## src/rtl/xfer_split_pkg.sv

```systemverilog
package xfer_split_pkg;
  localparam int IMM_W   = 8;
  localparam int EXP_BIT = 9;
  localparam int IMM_MAX = (1 << IMM_W) - 1;

  typedef struct packed {
    logic             is_exp;
    logic [IMM_W-1:0] imm;
  } entry_field_t;
endpackage

```

## src/rtl/xfer_chunk_enc.sv

```systemverilog
module xfer_chunk_enc
  import xfer_split_pkg::*;
#(
  parameter int LEN_W = 32
) (
  input  logic [LEN_W-1:0] rem_i,
  input  logic             align_i,
  output entry_field_t     field_o,
  output logic [LEN_W-1:0] bytes_o,
  output logic             last_o
);
  localparam int IDX_W = $clog2(LEN_W);

  logic             big;
  logic [IDX_W-1:0] e_idx;
  logic [IMM_W:0]   small9, rnd9;

  assign big    = |rem_i[LEN_W-1:IMM_W];
  assign small9 = {1'b0, rem_i[IMM_W-1:0]};

  // lowest set bit at or above IMM_W
  always_comb begin
    e_idx = IDX_W'(IMM_W);
    for (int i = LEN_W - 1; i >= IMM_W; i--) begin
      if (rem_i[i]) e_idx = IDX_W'(i);
    end
  end

  always_comb begin
    if (align_i && (|small9[1:0])) rnd9 = (small9 + (IMM_W+1)'(3)) & {{(IMM_W-1){1'b1}}, 2'b00};
    else                           rnd9 = small9;
  end

  always_comb begin
    if (big) begin
      field_o.is_exp = 1'b1;
      field_o.imm    = IMM_W'(e_idx);
      bytes_o        = {{(LEN_W-1){1'b0}}, 1'b1} << e_idx;
      last_o         = (rem_i == bytes_o);
    end else if (rnd9[IMM_W]) begin
      // rounded remainder overflowed the immediate: one 2^IMM_W chunk
      field_o.is_exp = 1'b1;
      field_o.imm    = IMM_W'(IMM_W);
      bytes_o        = LEN_W'(rnd9);
      last_o         = 1'b1;
    end else begin
      field_o.is_exp = 1'b0;
      field_o.imm    = rnd9[IMM_W-1:0];
      bytes_o        = LEN_W'(rnd9);
      last_o         = 1'b1;
    end
  end
endmodule

```

## src/rtl/xfer_cmd_fmt.sv

```systemverilog
module xfer_cmd_fmt
  import xfer_split_pkg::*;
#(
  parameter int CMD_W = 32
) (
  input  logic [CMD_W-1:0] base_i,
  input  entry_field_t     field_i,
  output logic [CMD_W-1:0] cmd_o
);
  always_comb begin
    cmd_o            = base_i;
    cmd_o[IMM_W-1:0] = field_i.imm;
    cmd_o[EXP_BIT]   = field_i.is_exp;
  end
endmodule

```

## src/rtl/xfer_len_splitter.sv

```systemverilog
module xfer_len_splitter
  import xfer_split_pkg::*;
#(
  parameter int LEN_W = 32,
  parameter int CMD_W = 32
) (
  input  logic             clk_i,
  input  logic             rst_ni,
  input  logic             start_i,
  input  logic [LEN_W-1:0] len_i,
  input  logic [CMD_W-1:0] base_cmd_i,
  input  logic             align_rx_i,
  input  logic             cmd_ready_i,
  output logic             cmd_valid_o,
  output logic [CMD_W-1:0] cmd_o,
  output logic [LEN_W-1:0] cmd_bytes_o,
  output logic             done_o
);
  logic             busy_q, done_q, align_q;
  logic [LEN_W-1:0] rem_q;
  logic [CMD_W-1:0] base_q;
  entry_field_t     field;
  logic [LEN_W-1:0] chunk_bytes;
  logic             chunk_last;
  logic             hs;

  xfer_chunk_enc #(.LEN_W(LEN_W)) u_enc (
    .rem_i   (rem_q),
    .align_i (align_q),
    .field_o (field),
    .bytes_o (chunk_bytes),
    .last_o  (chunk_last)
  );

  xfer_cmd_fmt #(.CMD_W(CMD_W)) u_fmt (
    .base_i  (base_q),
    .field_i (field),
    .cmd_o   (cmd_o)
  );

  assign hs          = busy_q && cmd_ready_i;
  assign cmd_valid_o = busy_q;
  assign cmd_bytes_o = chunk_bytes;
  assign done_o      = done_q;

  always_ff @(posedge clk_i or negedge rst_ni) begin
    if (!rst_ni) begin
      busy_q  <= 1'b0;
      done_q  <= 1'b0;
      align_q <= 1'b0;
      rem_q   <= '0;
      base_q  <= '0;
    end else begin
      done_q <= 1'b0;
      if (!busy_q) begin
        if (start_i) begin
          rem_q   <= len_i;
          base_q  <= base_cmd_i;
          align_q <= align_rx_i;
          if (len_i == '0) done_q <= 1'b1;
          else             busy_q <= 1'b1;
        end
      end else if (hs) begin
        if (chunk_last) begin
          busy_q <= 1'b0;
          done_q <= 1'b1;
          rem_q  <= '0;
        end else begin
          rem_q <= rem_q - chunk_bytes;
        end
      end
    end
  end

  assert_reset_idle_R1: assert property (@(posedge clk_i)
    !rst_ni |=> !cmd_valid_o && !done_o);

  assert_exp_onehot_R4: assert property (@(posedge clk_i) disable iff (!rst_ni)
    cmd_valid_o && cmd_o[EXP_BIT] |-> $onehot(cmd_bytes_o) && (cmd_bytes_o > LEN_W'(IMM_MAX)));

  assert_imm_ends_list_R5: assert property (@(posedge clk_i) disable iff (!rst_ni)
    cmd_valid_o && cmd_ready_i && !cmd_o[EXP_BIT] |=> !cmd_valid_o && done_o);

  assert_align_imm_R6: assert property (@(posedge clk_i) disable iff (!rst_ni)
    cmd_valid_o && align_q && !cmd_o[EXP_BIT] |-> cmd_o[1:0] == 2'b00);

  assert_base_stable_R8: assert property (@(posedge clk_i) disable iff (!rst_ni)
    cmd_valid_o && !$rose(cmd_valid_o) |->
      (cmd_o[CMD_W-1:EXP_BIT+1] == $past(cmd_o[CMD_W-1:EXP_BIT+1])) && (cmd_o[IMM_W] == $past(cmd_o[IMM_W])));

  assert_hold_R9: assert property (@(posedge clk_i) disable iff (!rst_ni)
    cmd_valid_o && !cmd_ready_i |=> cmd_valid_o && $stable(cmd_o) && $stable(cmd_bytes_o));

  assert_done_pulse_R10: assert property (@(posedge clk_i) disable iff (!rst_ni)
    done_o |=> !done_o);

  assert_done_excl_R10: assert property (@(posedge clk_i) disable iff (!rst_ni)
    !(done_o && cmd_valid_o));

  assert_busy_start_R11: assert property (@(posedge clk_i) disable iff (!rst_ni)
    cmd_valid_o && !cmd_ready_i && start_i |=> cmd_valid_o && !done_o);
endmodule

```

## config.mk

```make
export PLATFORM = sky130hd
export DESIGN_NAME = xfer_len_splitter
export DESIGN_NICKNAME = d
export VERILOG_FILES = /design/src/rtl/xfer_split_pkg.sv /design/src/rtl/xfer_chunk_enc.sv /design/src/rtl/xfer_cmd_fmt.sv /design/src/rtl/xfer_len_splitter.sv
export SDC_FILE = /design/constraint.sdc
export NUM_CORES = 1
export LEC_CHECK = 0
export CAP_MARGIN = 20
export CORE_MARGIN = 4
export CORE_UTILIZATION = 50
export DETAILED_ROUTE_END_ITERATION = 10
export DONT_BUFFER_PORTS = 1
export SETUP_SLACK_MARGIN = 0.1
export SLEW_MARGIN = 40
export SYNTH_ARGS = -nofsm -noshare
export SYNTH_HDL_FRONTEND = slang
export SYNTH_SLANG_ARGS = --single-unit
```

## constraint.sdc

```tcl
create_clock -name clk_i -period 11.25 [get_ports clk_i]
set_input_delay 1.125 -clock clk_i [delete_from_list [all_inputs] [get_ports clk_i]]
set_output_delay 1.125 -clock clk_i [all_outputs]
set_load 0.005 [all_outputs]
```

Yosys cells after proc, flatten, opt, wreduce, memory -nomap -nowiden
Index checks and enable logic that the tools add are counted.

word-level totals
  bits in registers = 67
  latch bits = 0
  RAM bits = 0
  bits in read-only memories = 0
  word-level logic and storage cells = 62
  memories kept = 0

cells by class
  add/subtract/negate cells = 2
  multipliers = 0
  divide/modulo/power cells = 0
  $lt $le $gt $ge = 0
  equal/unequal tests = 2
  shift operators = 1
  mux-type cells = 43
  bitwise gates (word level) = 1
  reduce and logical (&&, ||, !) cells = 8

operator list
  operator              count
  $mux 32               5
  $mux 5                24
  $eq 32x32->1          1
  $logic_not 32->1      1
  $shl 1x5->32 const A  1
  $sub 32x32->32        1
  $mux 9                3
  $reduce_or 24->1      1
  $mux 1                11
  $add 8x2->9 const B   1
  $reduce_and 2->1      2
  $logic_and 1x1->1     2
  $ne 2x1->1 const B    1
  $reduce_bool 2->1     1
  $reduce_or 2->1       1
  $not 1->1             1

Longest topological paths before layout
Gate-level depths: netlist of the first run.

  depth after elaboration = 30
  mapped depth = 19

Cells and area by module
From an unflattened synthesis of the first run, not the netlist that was laid out.

second synthesis, totals
  cell total of the unflattened synthesis = 834
  area total of the unflattened synthesis = 6127.1 sq um

modules (own cells, without submodules)
  module             instances  cells an instance  area each (sq um)  seq. area each (sq um)
  xfer_len_splitter  1          621                4767.1             1676.6
  xfer_chunk_enc     1          181                1119.8             0.0
  xfer_cmd_fmt       1          32                 240.2              0.0

Worst setup path before layout of the first run
No wires, ideal clock.

  kind = reg-to-reg
  start point = reg rem_q[14]
  end point = reg rem_q[24]
  setup time = 0.077 ns
  arrival = 4.088 ns
  required time = 11.173 ns
  setup slack = 7.085 ns
  cell stages (with the launch flop) = 19
  path buffers = 2
  clock period less this slack = 4.165 ns
  cell sequence = dfrtp_1 -> buf_6 -> or4_4 -> nor2_1 -> nand2_1 -> clkbuf_1 -> nor3_1 -> ha_1 -> fa_1 -> nand3b_1 -> nand2_1 -> a211oi_1 -> o21ai_0 -> a221o_1 -> a31o_2 -> a21oi_1 -> xnor2_1 -> nand2_1 -> a21oi_1

on the way
  word-level cells in the longest chain between the ends = 13
  elaborated cells on any way between the ends = 16
  classes of those cells = add/sub (1); eq/ne (1); shift (1); mux (12); reduce/logical (1)

ends and longest elaborated chain
  what                      line                     source
  start: declaration        xfer_len_splitter.sv:20  logic [LEN_W-1:0] rem_q;
  start signal: assignment  xfer_len_splitter.sv:57  rem_q <= len_i;
  start signal: assignment  xfer_len_splitter.sv:69  rem_q <= rem_q - chunk_bytes;
  $mux 5 (7 in series)      xfer_chunk_enc.sv:25     if (rem_i[i]) e_idx = IDX_W'(i);
  $shl 1x5->32              xfer_chunk_enc.sv:38     bytes_o = {{(LEN_W-1){1'b0}}, 1'b1} << e_idx;
  $mux 32 *                 xfer_chunk_enc.sv:35     if (big) begin
  via cmd_bytes_o[0]        xfer_len_splitter.sv:16  output logic [LEN_W-1:0] cmd_bytes_o,
  $sub 32x32->32 *          xfer_len_splitter.sv:69
  $mux 32 *                 xfer_len_splitter.sv:64  if (chunk_last) begin
  $mux 32 *                 xfer_len_splitter.sv:63  end else if (hs) begin
  $mux 32 *                 xfer_len_splitter.sv:55  if (!busy_q) begin

The timed path passes the listed nets; every way through them passes the cells marked *. The select of a mux whose other input is x is not followed.
A chain may end at the register's enable or synchronous reset.

Worst setup path in the final report of the first run
  start point = reg rem_q[13]
  end point = reg rem_q[30]

on the way
  word-level cells in the longest chain between the ends = 12
  elaborated cells on any way between the ends = 15
  classes of those cells = add/sub (1); eq/ne (1); shift (1); mux (11); reduce/logical (1)

ends and longest elaborated chain
  what                  line
  $mux 5 (6 in series)  xfer_chunk_enc.sv:25
  $shl 1x5->32          xfer_chunk_enc.sv:38
  $mux 32 *             xfer_chunk_enc.sv:35
  via cmd_bytes_o[0]    xfer_len_splitter.sv:16
  $sub 32x32->32 *      xfer_len_splitter.sv:69
  $mux 32 *             xfer_len_splitter.sv:64
  $mux 32 *             xfer_len_splitter.sv:63
  $mux 32 *             xfer_len_splitter.sv:55

Marks and branches as above.

==> results.json, run 1 <==
{
  "power.leakage_uw": 0.00247,
  "areaGrowthSynthToFinish_pct": 5.71,
  "nNetsFinal": 790,
  "finalSetupTns_ps": 0,
  "place_congestion": 0.916,
  "die_h_um": 111,
  "ys_ff_latch": 58,
  "hold_buffers": 0,
  "arrival_ps": 5650,
  "finalWirelength_um": 16900,
  "cp_max_fo": 14,
  "busiest_layer": "met2",
  "max_slew_margin": 0.543,
  "worstSetupEndpointType": "register",
  "met1_usage": 0.397,
  "die_w_um": 111,
  "grt.total_usage": 0.276,
  "synth_top_area_frac": 0.276,
  "core_area_mm2": 0.0103,
  "outcome": "finished clean",
  "power_per_cell_area_mw_per_mm2": 236,
  "fin_ws_ps": 5890,
  "slew_viol_final": 0,
  "tightest_slew_ps": 680,
  "cp-start-kind": "register",
  "pin_count": 135,
  "drtIter0Drc": 405,
  "syn_avg_cell_area_um2": 7.47,
  "synth-edff-count": 0,
  "yosysSeqAreaShare": 0.276,
  "drc_errors": 0,
  "wire_per_inst_um": 20.4,
  "dp_hpwl_um": 12800,
  "synth_most_common_cell": "nand2_1",
  "grt_use_met2": 0.412,
  "grt_pass1_vias": 5062,
  "root_buffer": "clkbuf_8",
  "yosysWarningCount": 0,
  "port_buffers": 0,
  "antenna_found_initial": 1,
  "fillers": 1031,
  "firstDrtPassIters": 5,
  "clock_skew_ps": 7.46,
  "hp-class": "input pin to asynchronous set/reset pin",
  "synth_common_cells": "nand2_1, nor2_1, dfrtp_1",
  "met3_usage": 0.0685,
  "synth_top_area_cell": "dfrtp_1",
  "finish.utilization": 0.541,
  "fmax_ghz": 0.187,
  "netlist_area_mm2": 0.00526,
  "crit_type": "register to register",
  "cts_tree": "done",
  "cts_resized": 0,
  "insertion_delay_ps": 360,
  "vias": 5219,
  "synth_area_leaders": "dfrtp_1, nand2_1, ha_1",
  "numCtsBuffers": 9,
  "cts_buffer_depth": 2,
  "place_ws_ps": 5930,
  "syn_inst": 704,
  "report.final.hold_viol_count": 0,
  "clock-sinks": 58,
  "ir_drop_mv": 0.0968,
  "maxCapViolations": 0,
  "fin_crit_ps": 5360,
  "drive_gt1_frac": 0.0707,
  "gr-total-overflow": 0,
  "postCtsSetupBuffers": 0,
  "rsz0062_at_grt": "no",
  "setup_viol": 0,
  "viasPerCell": 6.30,
  "yosys_most_used_dff": "dfrtp_1",
  "htreeDepth": 3,
  "num_rows": 37,
  "clk_pin_slew_ps": 80,
  "ant_nets": 0,
  "grt_pass1_wl_um": 27600,
  "n_antenna_cell": 0,
  "die-area_mm2": 0.0122,
  "syn-num-nets": 806,
  "critPathRequiredTime_ps": 11540,
  "ys_types": 76,
  "synthArstFlopShare": 1.00,
  "grt_max_degree": 59,
  "fin_crit_sh": 0.477,
  "initial_core_util": 0.512,
  "rrSetupSlack_ps": 5890
}
[registers in the layout (all words and copies together) (netlist names)]
register,cells
rem_q,32
base_q,23
align_q,1
cmd_valid_o,1
done_o,1
[routing by layer]
layer | vias to the layer above | share of wire
met1 | 2496 | 0.47
met4 | 2 | 0.016
met2 | 219 | 0.44
met5 | - | 0.00077
li1 | 2480 | -
met3 | 22 | 0.079
[layout make-up]
class / count / area (um2) / share of cell area
Sequential cell: 58 / 1450 / 0.261
Clock buffer: 9 / 124 / 0.0223
Multi-Input combinational cell: 572 / 3530 / 0.634
Timing Repair Buffer: 3 / 22.5 / 0.00405
Inverter: 44 / 165 / 0.0297
Tap cell: 136 / 170 / 0.0306
Clock inverter: 7 / 101 / 0.0182
[worst max-delay path: stages (launching register included)]
cell and delay (ps):
dfrtp_1 500, or4_4 600, nor2_1 360, nand2_1 420
nor3_1 490, ha_1 260, fa_1 210, nand3b_1 160
nand2_1 150, a211oi_1 430, o21ai_1 290, a21oi_1 330
o221ai_1 310, a311oi_1 390, xnor2_1 160, nand2_1 70
a21oi_1 140
[power breakdown]
| part | switching, uW | total, uW | leakage [uW] | internal (uW) |
|---|---|---|---|---|
| registers | 127 | 388 | 0.000676 | 262 |
| logic | 403 | 696 | 0.00169 | 293 |
| clock network | 103 | 229 | 0.000106 | 126 |
| total | 632 | 1310 | 0.00247 | 681 |
[per-stage QoR]
step / instance area, um2 / total power [uW] / hold slack, ps / cells
floorplan: 5260 / 911 / 470 / 704
global placement: 5330 / 1060 / 487 / 813
detailed placement: 5340 / 1070 / 495 / 813
CTS: 5560 / 1310 / 432 / 829
global route: 5560 / 1420 / 421 / 829
finish: 5560 / 1310 / 444 / 829
[cells in the final DEF (no fill, tap or decap), types with 12 or more instances in the layout]
cell type / n
xnor2_1: 22
a22oi_1: 12
nor2_1: 60
nor4_1: 15
o21ai_0: 46
a21o_1: 12
inv_1: 44
nand3_1: 19
ha_1: 32
nand2_1: 140
dfrtp_1: 58
a21oi_1: 57
[worst paths after layout]
path	depth (start not counted)	from	end
worst max-delay path	16	rem_q[13]	rem_q[30]
worst min-delay path	0	rst_ni	rem_q[16]
worst max register to register	16	rem_q[13]	rem_q[30]
worst min register to register	2	base_q[29]	base_q[29]
max in group asynchronous	0	rst_ni	rem_q[15]
min in group clk_i	2	base_q[29]	base_q[29]
[kinds of logic after synthesis]
kind of cell / count (synthesis) / share of synthesized area
buffers and inverters: 74 / 0.0566
AND/OR/NAND/NOR: 306 / 0.275
AO/OA/AOI/OAI: 201 / 0.258
multiplexers: 4 / 0.00785
flip-flops: 58 / 0.276
adder cells (fa/ha/maj): 33 / 0.0799
XOR/XNOR: 28 / 0.0466
Note: power is estimated with default switching activity, not from simulation.
==> run 2: changes to the inputs <==
PLACE_DENSITY = 0.68   (was unset)
clock period = 4.6 ns   (was 11.25 ns; I/O delays follow)
==> results.json, run 2 (same netlist as run 1, synthesis figures left out) <==
{
  "die-area_mm2": 0.0122,
  "numCtsBuffers": 9,
  "arrival_ps": 4610,
  "multi_input_area_mm2": 0.00360,
  "finish.utilization": 0.600,
  "viasPerCell": 6.12,
  "finalWirelength_um": 17400,
  "insertion_delay_ps": 360,
  "setup_viol": 0,
  "crit_chain": "or4_1 -> o211ai_1 -> nand2_2 -> a21o_1 -> or3_1 -> ha_1 -> buf_4 -> nand2_1 -> nor3_2 -> buf_4 -> a31oi_1 -> and3_1 -> o211ai_1 -> o2111ai_1 -> a21oi_2 -> mux2i_1 -> o221a_1",
  "num_rows": 37,
  "largest-register": "rem_q",
  "cp_slowest_cell": "dfrtp_2",
  "grt_pass1_vias": 5410,
  "timing.hold.ws_ps": 211,
  "cts_tree": "done",
  "die_w_um": 111,
  "final_common_cell": "nand2_1",
  "die_h_um": 111,
  "place_congestion": 0.998,
  "maxCapViolations": 0,
  "cpPeakStageDelay_ps": 500,
  "worst_r2r_path_depth": 17,
  "seqCellArea_mm2": 0.00145,
  "drtIter0Drc": 507,
  "nNetsFinal": 861,
  "firstDrtPassIters": 6,
  "rrSetupSlack_ps": 280,
  "r2r_end": "rem_q[31]",
  "clock_skew_ps": 10.7,
  "fillers": 955,
  "slew_viol_final": 0,
  "whs_endpoint": "base_q[12]",
  "crit_type": "register to register",
  "critPathRequiredTime_ps": 4880,
  "stdcell_area_mm2": 0.00617,
  "n_antenna_cell": 0,
  "worstSetupEndpointType": "register",
  "fin_crit_sh": 0.940,
  "pin_count": 135,
  "gr-total-overflow": 0,
  "drc_errors": 0,
  "top_regs": "rem_q: 32 flops, base_q: 23 flops",
  "grt.total_usage": 0.280,
  "grt_pass1_wl_um": 28000,
  "rsz0062_at_grt": "yes",
  "postCtsSetupBuffers": 0,
  "outcome": "finished clean",
  "clk_pin_slew_ps": 70,
  "cp-start-kind": "register",
  "drive_gt1_frac": 0.166,
  "grt_max_degree": 59,
  "power_per_cell_area_mw_per_mm2": 574,
  "htreeDepth": 3,
  "cts_buffer_depth": 2,
  "vias": 5509,
  "cp_max_fo": 9,
  "power.leakage_uw": 0.00282,
  "root_buffer": "clkbuf_8",
  "report.final.hold_viol_count": 0,
  "port_buffers": 0,
  "largest_reg_flops": 32,
  "ant_nets": 0,
  "areaGrowthSynthToFinish_pct": 17.2,
  "clock-sinks": 58,
  "finalSetupTns_ps": 0,
  "antenna_found_initial": 1,
  "whs_path_depth": 2,
  "tightest_slew_ps": 601,
  "place_area_mm2": 0.00585,
  "ir_drop_mv": 0.240,
  "initial_core_util": 0.512,
  "hp-class": "input pin to register",
  "mostFrequentLayoutCells": "nand2_1, buf_4, nor2_1, dfrtp_1, a21oi_1",
  "fmax_ghz": 0.231,
  "dp_hpwl_um": 13400,
  "core_area_mm2": 0.0103,
  "r2r-start": "rem_q[27]",
  "wire_per_inst_um": 19.4,
  "hp-start": "base_cmd_i[12]",
  "max_slew_margin": 0.599,
  "fin_crit_ps": 4320
}
run 2: changes by cell type in the layout (fill, tap and decap cells not counted), moves of 2 or more:
| cell | delta |
|---|---|
| buf_4 | +69 |
| a21oi_1 | -2 |
| a21oi_2 | +2 |
| clkbuf_1 | +2 |
| nor4_4 | +2 |
| o21ai_0 | -2 |
run 2: final cells by class:
class,count,share of cell area
Clock inverter,4,0.00832
Clock buffer,12,0.0235
Tap cell,136,0.0276
Multi-Input combinational cell,572,0.585
Timing Repair Buffer,74,0.0937
Sequential cell,58,0.236
Inverter,44,0.0268
run 2: timing repair:
item | 4_1_cts | 5_1_grt
hold buffers | 2 | 0
endpoints found under the hold margin | 58 | 0
pin swaps | 0 | 4
setup endpoints to repair | 1 | 8
gates resized for setup | 1 | 16
run 2: worst max-delay path by stage:
| stage | start | end |
|---|---|---|
| after floorplan | rem_q[14] | rem_q[24] |
| after global placement | rem_q[27] | rem_q[31] |
| after detailed placement | rem_q[27] | rem_q[31] |
| after CTS | rem_q[28] | rem_q[31] |
| after global routing | rem_q[27] | rem_q[31] |
| final | rem_q[27] | rem_q[31] |
run 2: where the power goes:
group	internal, uW	switching [uW]	total (uW)
clock network	265	229	494
logic	982	1220	2210
registers	643	195	837
run 2: through the flow:
step	power [uW]	std cells	worst slack (ps)
after floorplan	2230	704	435
after global placement	2880	882	226
after detailed placement	2930	882	125
after CTS	3450	900	142
after global routing	3810	900	88.9
final	3540	900	276
run 2: critical path: cells and delay by family (launching register included):
kind / cells / cell delay, ps
fa+ha+maj: 1 / 330
compound gates: 7 / 1370
simple gates: 6 / 1590
flops: 1 / 500
buf+inv: 2 / 280
mux: 1 / 200
run 2: per-layer routing:
metal | vias to the layer above | part of all wire | global-route usage
met2 | 261 | 0.46 | 0.448
met4 | 2 | 0.018 | 0.0780
met3 | 34 | 0.088 | 0.0745
li1 | 2614 | - | -
met5 | - | 0.00040 | 0
met1 | 2598 | 0.43 | 0.374
==> run 3: changes to the inputs <==
PLACE_DENSITY = unset   (was 0.68)
clock period = 4.62 ns   (was 4.6 ns; I/O delays follow)
==> results.json, run 3 (same netlist as run 1, synthesis figures left out) <==
{
  "areaGrowthSynthToFinish_pct": 19.8,
  "cts_buffer_depth": 2,
  "critPathRequiredTime_ps": 4870,
  "final_common_cell": "nand2_1",
  "rsz0062_at_grt": "no",
  "fin_crit_sh": 0.942,
  "clk_pin_slew_ps": 80,
  "largest_reg_flops": 32,
  "worstSetupEndpointType": "register",
  "grt_pass1_wl_um": 29300,
  "slew_viol_final": 0,
  "fmax_ghz": 0.230,
  "largest-register": "rem_q",
  "mostFrequentLayoutCells": "nand2_1, buf_4, nor2_1, a21oi_1, dfrtp_1",
  "cp_slowest_cell": "or4_1",
  "port_buffers": 0,
  "num_rows": 37,
  "pin_count": 135,
  "clock-sinks": 58,
  "crit_chain": "or4_1 -> o211ai_1 -> nand2_2 -> a21o_1 -> or3_1 -> ha_1 -> buf_4 -> nand2_1 -> o21ai_1 -> a221oi_2 -> nand3_1 -> a31oi_1 -> nor4b_1 -> a211oi_1 -> mux2i_1 -> nor2_1",
  "fillers": 975,
  "cpPeakStageDelay_ps": 550,
  "firstDrtPassIters": 5,
  "ir_drop_mv": 0.307,
  "insertion_delay_ps": 370,
  "finalWirelength_um": 18400,
  "outcome": "finished clean",
  "cp-start-kind": "register",
  "gr-total-overflow": 0,
  "top_regs": "rem_q: 32 flops, base_q: 23 flops",
  "grt_pass1_vias": 5434,
  "power_per_cell_area_mw_per_mm2": 579,
  "initial_core_util": 0.512,
  "wire_per_inst_um": 20.2,
  "dp_hpwl_um": 14000,
  "drc_errors": 0,
  "report.final.hold_viol_count": 0,
  "ant_nets": 0,
  "setup_viol": 0,
  "place_congestion": 0.936,
  "n_antenna_cell": 0,
  "drtIter0Drc": 499,
  "fin_crit_ps": 4350,
  "die_h_um": 111,
  "grt.total_usage": 0.298,
  "drive_gt1_frac": 0.186,
  "clock_skew_ps": 15.5,
  "crit_type": "register to register",
  "finalSetupTns_ps": 0,
  "root_buffer": "clkbuf_8",
  "timing.hold.ws_ps": 195,
  "htreeDepth": 3,
  "power.leakage_uw": 0.00289,
  "maxCapViolations": 0,
  "numCtsBuffers": 9,
  "nNetsFinal": 871,
  "antenna_found_initial": 0,
  "viasPerCell": 6.03,
  "vias": 5490,
  "die_w_um": 111,
  "core_area_mm2": 0.0103,
  "hp-class": "input pin to register",
  "cp_max_fo": 6,
  "max_slew_margin": 0.572,
  "cts_tree": "done",
  "grt_max_degree": 59,
  "tightest_slew_ps": 640,
  "die-area_mm2": 0.0122,
  "arrival_ps": 4600
}
==> run 3: cell type report <==
cell class	count	area, um2	area share
clock buffer	9	124	0.0197
sequential	58	1460	0.231
multi-input combinational	572	3630	0.576
timing repair buffer	84	653	0.104
inverter	44	165	0.0262
tap	136	170	0.0270
clock inverter	7	103	0.0163
==> run 3: through the flow <==
step	area (um2)	setup WS, ps	cells	total power (uW)	util
floorplan	5260	455	704	2220	-
detailed placement	5900	128	889	2920	0.574
finish	6300	270	910	3650	0.613
CTS	6170	121	907	3520	0.600
global placement	5900	146	889	2870	0.574
global route	6300	101	910	3930	0.613
==> run 3: critical path, delay by kind of cell (launching register included) <==
kind	cells	cell delay [ps]
adders and majority gates	1	330
and+or+nand+nor	7	1490
buffers and inverters	1	140
muxes	1	240
AOI/OAI and AO/OA	6	1550
DFF	1	480
==> run 3: path summary, 6_finish.rpt <==
path                                start    endpoint  slack (ps)  cells after the start
min in group asynchronous          rst_ni   rem_q[20]         610                      2
max reg2reg                     rem_q[24]   rem_q[29]         270                     16
min reg2reg                    base_q[29]  base_q[29]         510                      2
max                             rem_q[24]   rem_q[29]         270                     16
max in group asynchronous          rst_ni   rem_q[27]        3720                      2
min                        base_cmd_i[17]  base_q[17]         190                      2
==> run 3: layer usage <==
layer | vias to the layer above | share of wire | wire length, um | track usage
li1 | 2644 | - | - | -
met1 | 2606 | 0.44 | 8180 | 0.408
met2 | 219 | 0.46 | 8420 | 0.460
met3 | 21 | 0.085 | 1560 | 0.0816
met4 | 0 | 0.014 | 252 | 0.0878
met5 | - | 0 | 0 | 0
==> run 3: repair_timing <==
action                                  4_1_cts  5_1_grt
endpoints found under the hold margin        58        0
buffers inserted                              0        3
endpoints found under the setup margin        1       10
pin swaps                                     0        3
hold buffers                                  2        0
gates resized for setup                       1       22
==> run 3: where the power goes <==
group | internal, uW | switching (uW) | leakage (uW)
logic | 999 | 1200 | 0.00210
clock network | 308 | 250 | 0.000110
registers | 641 | 249 | 0.000674
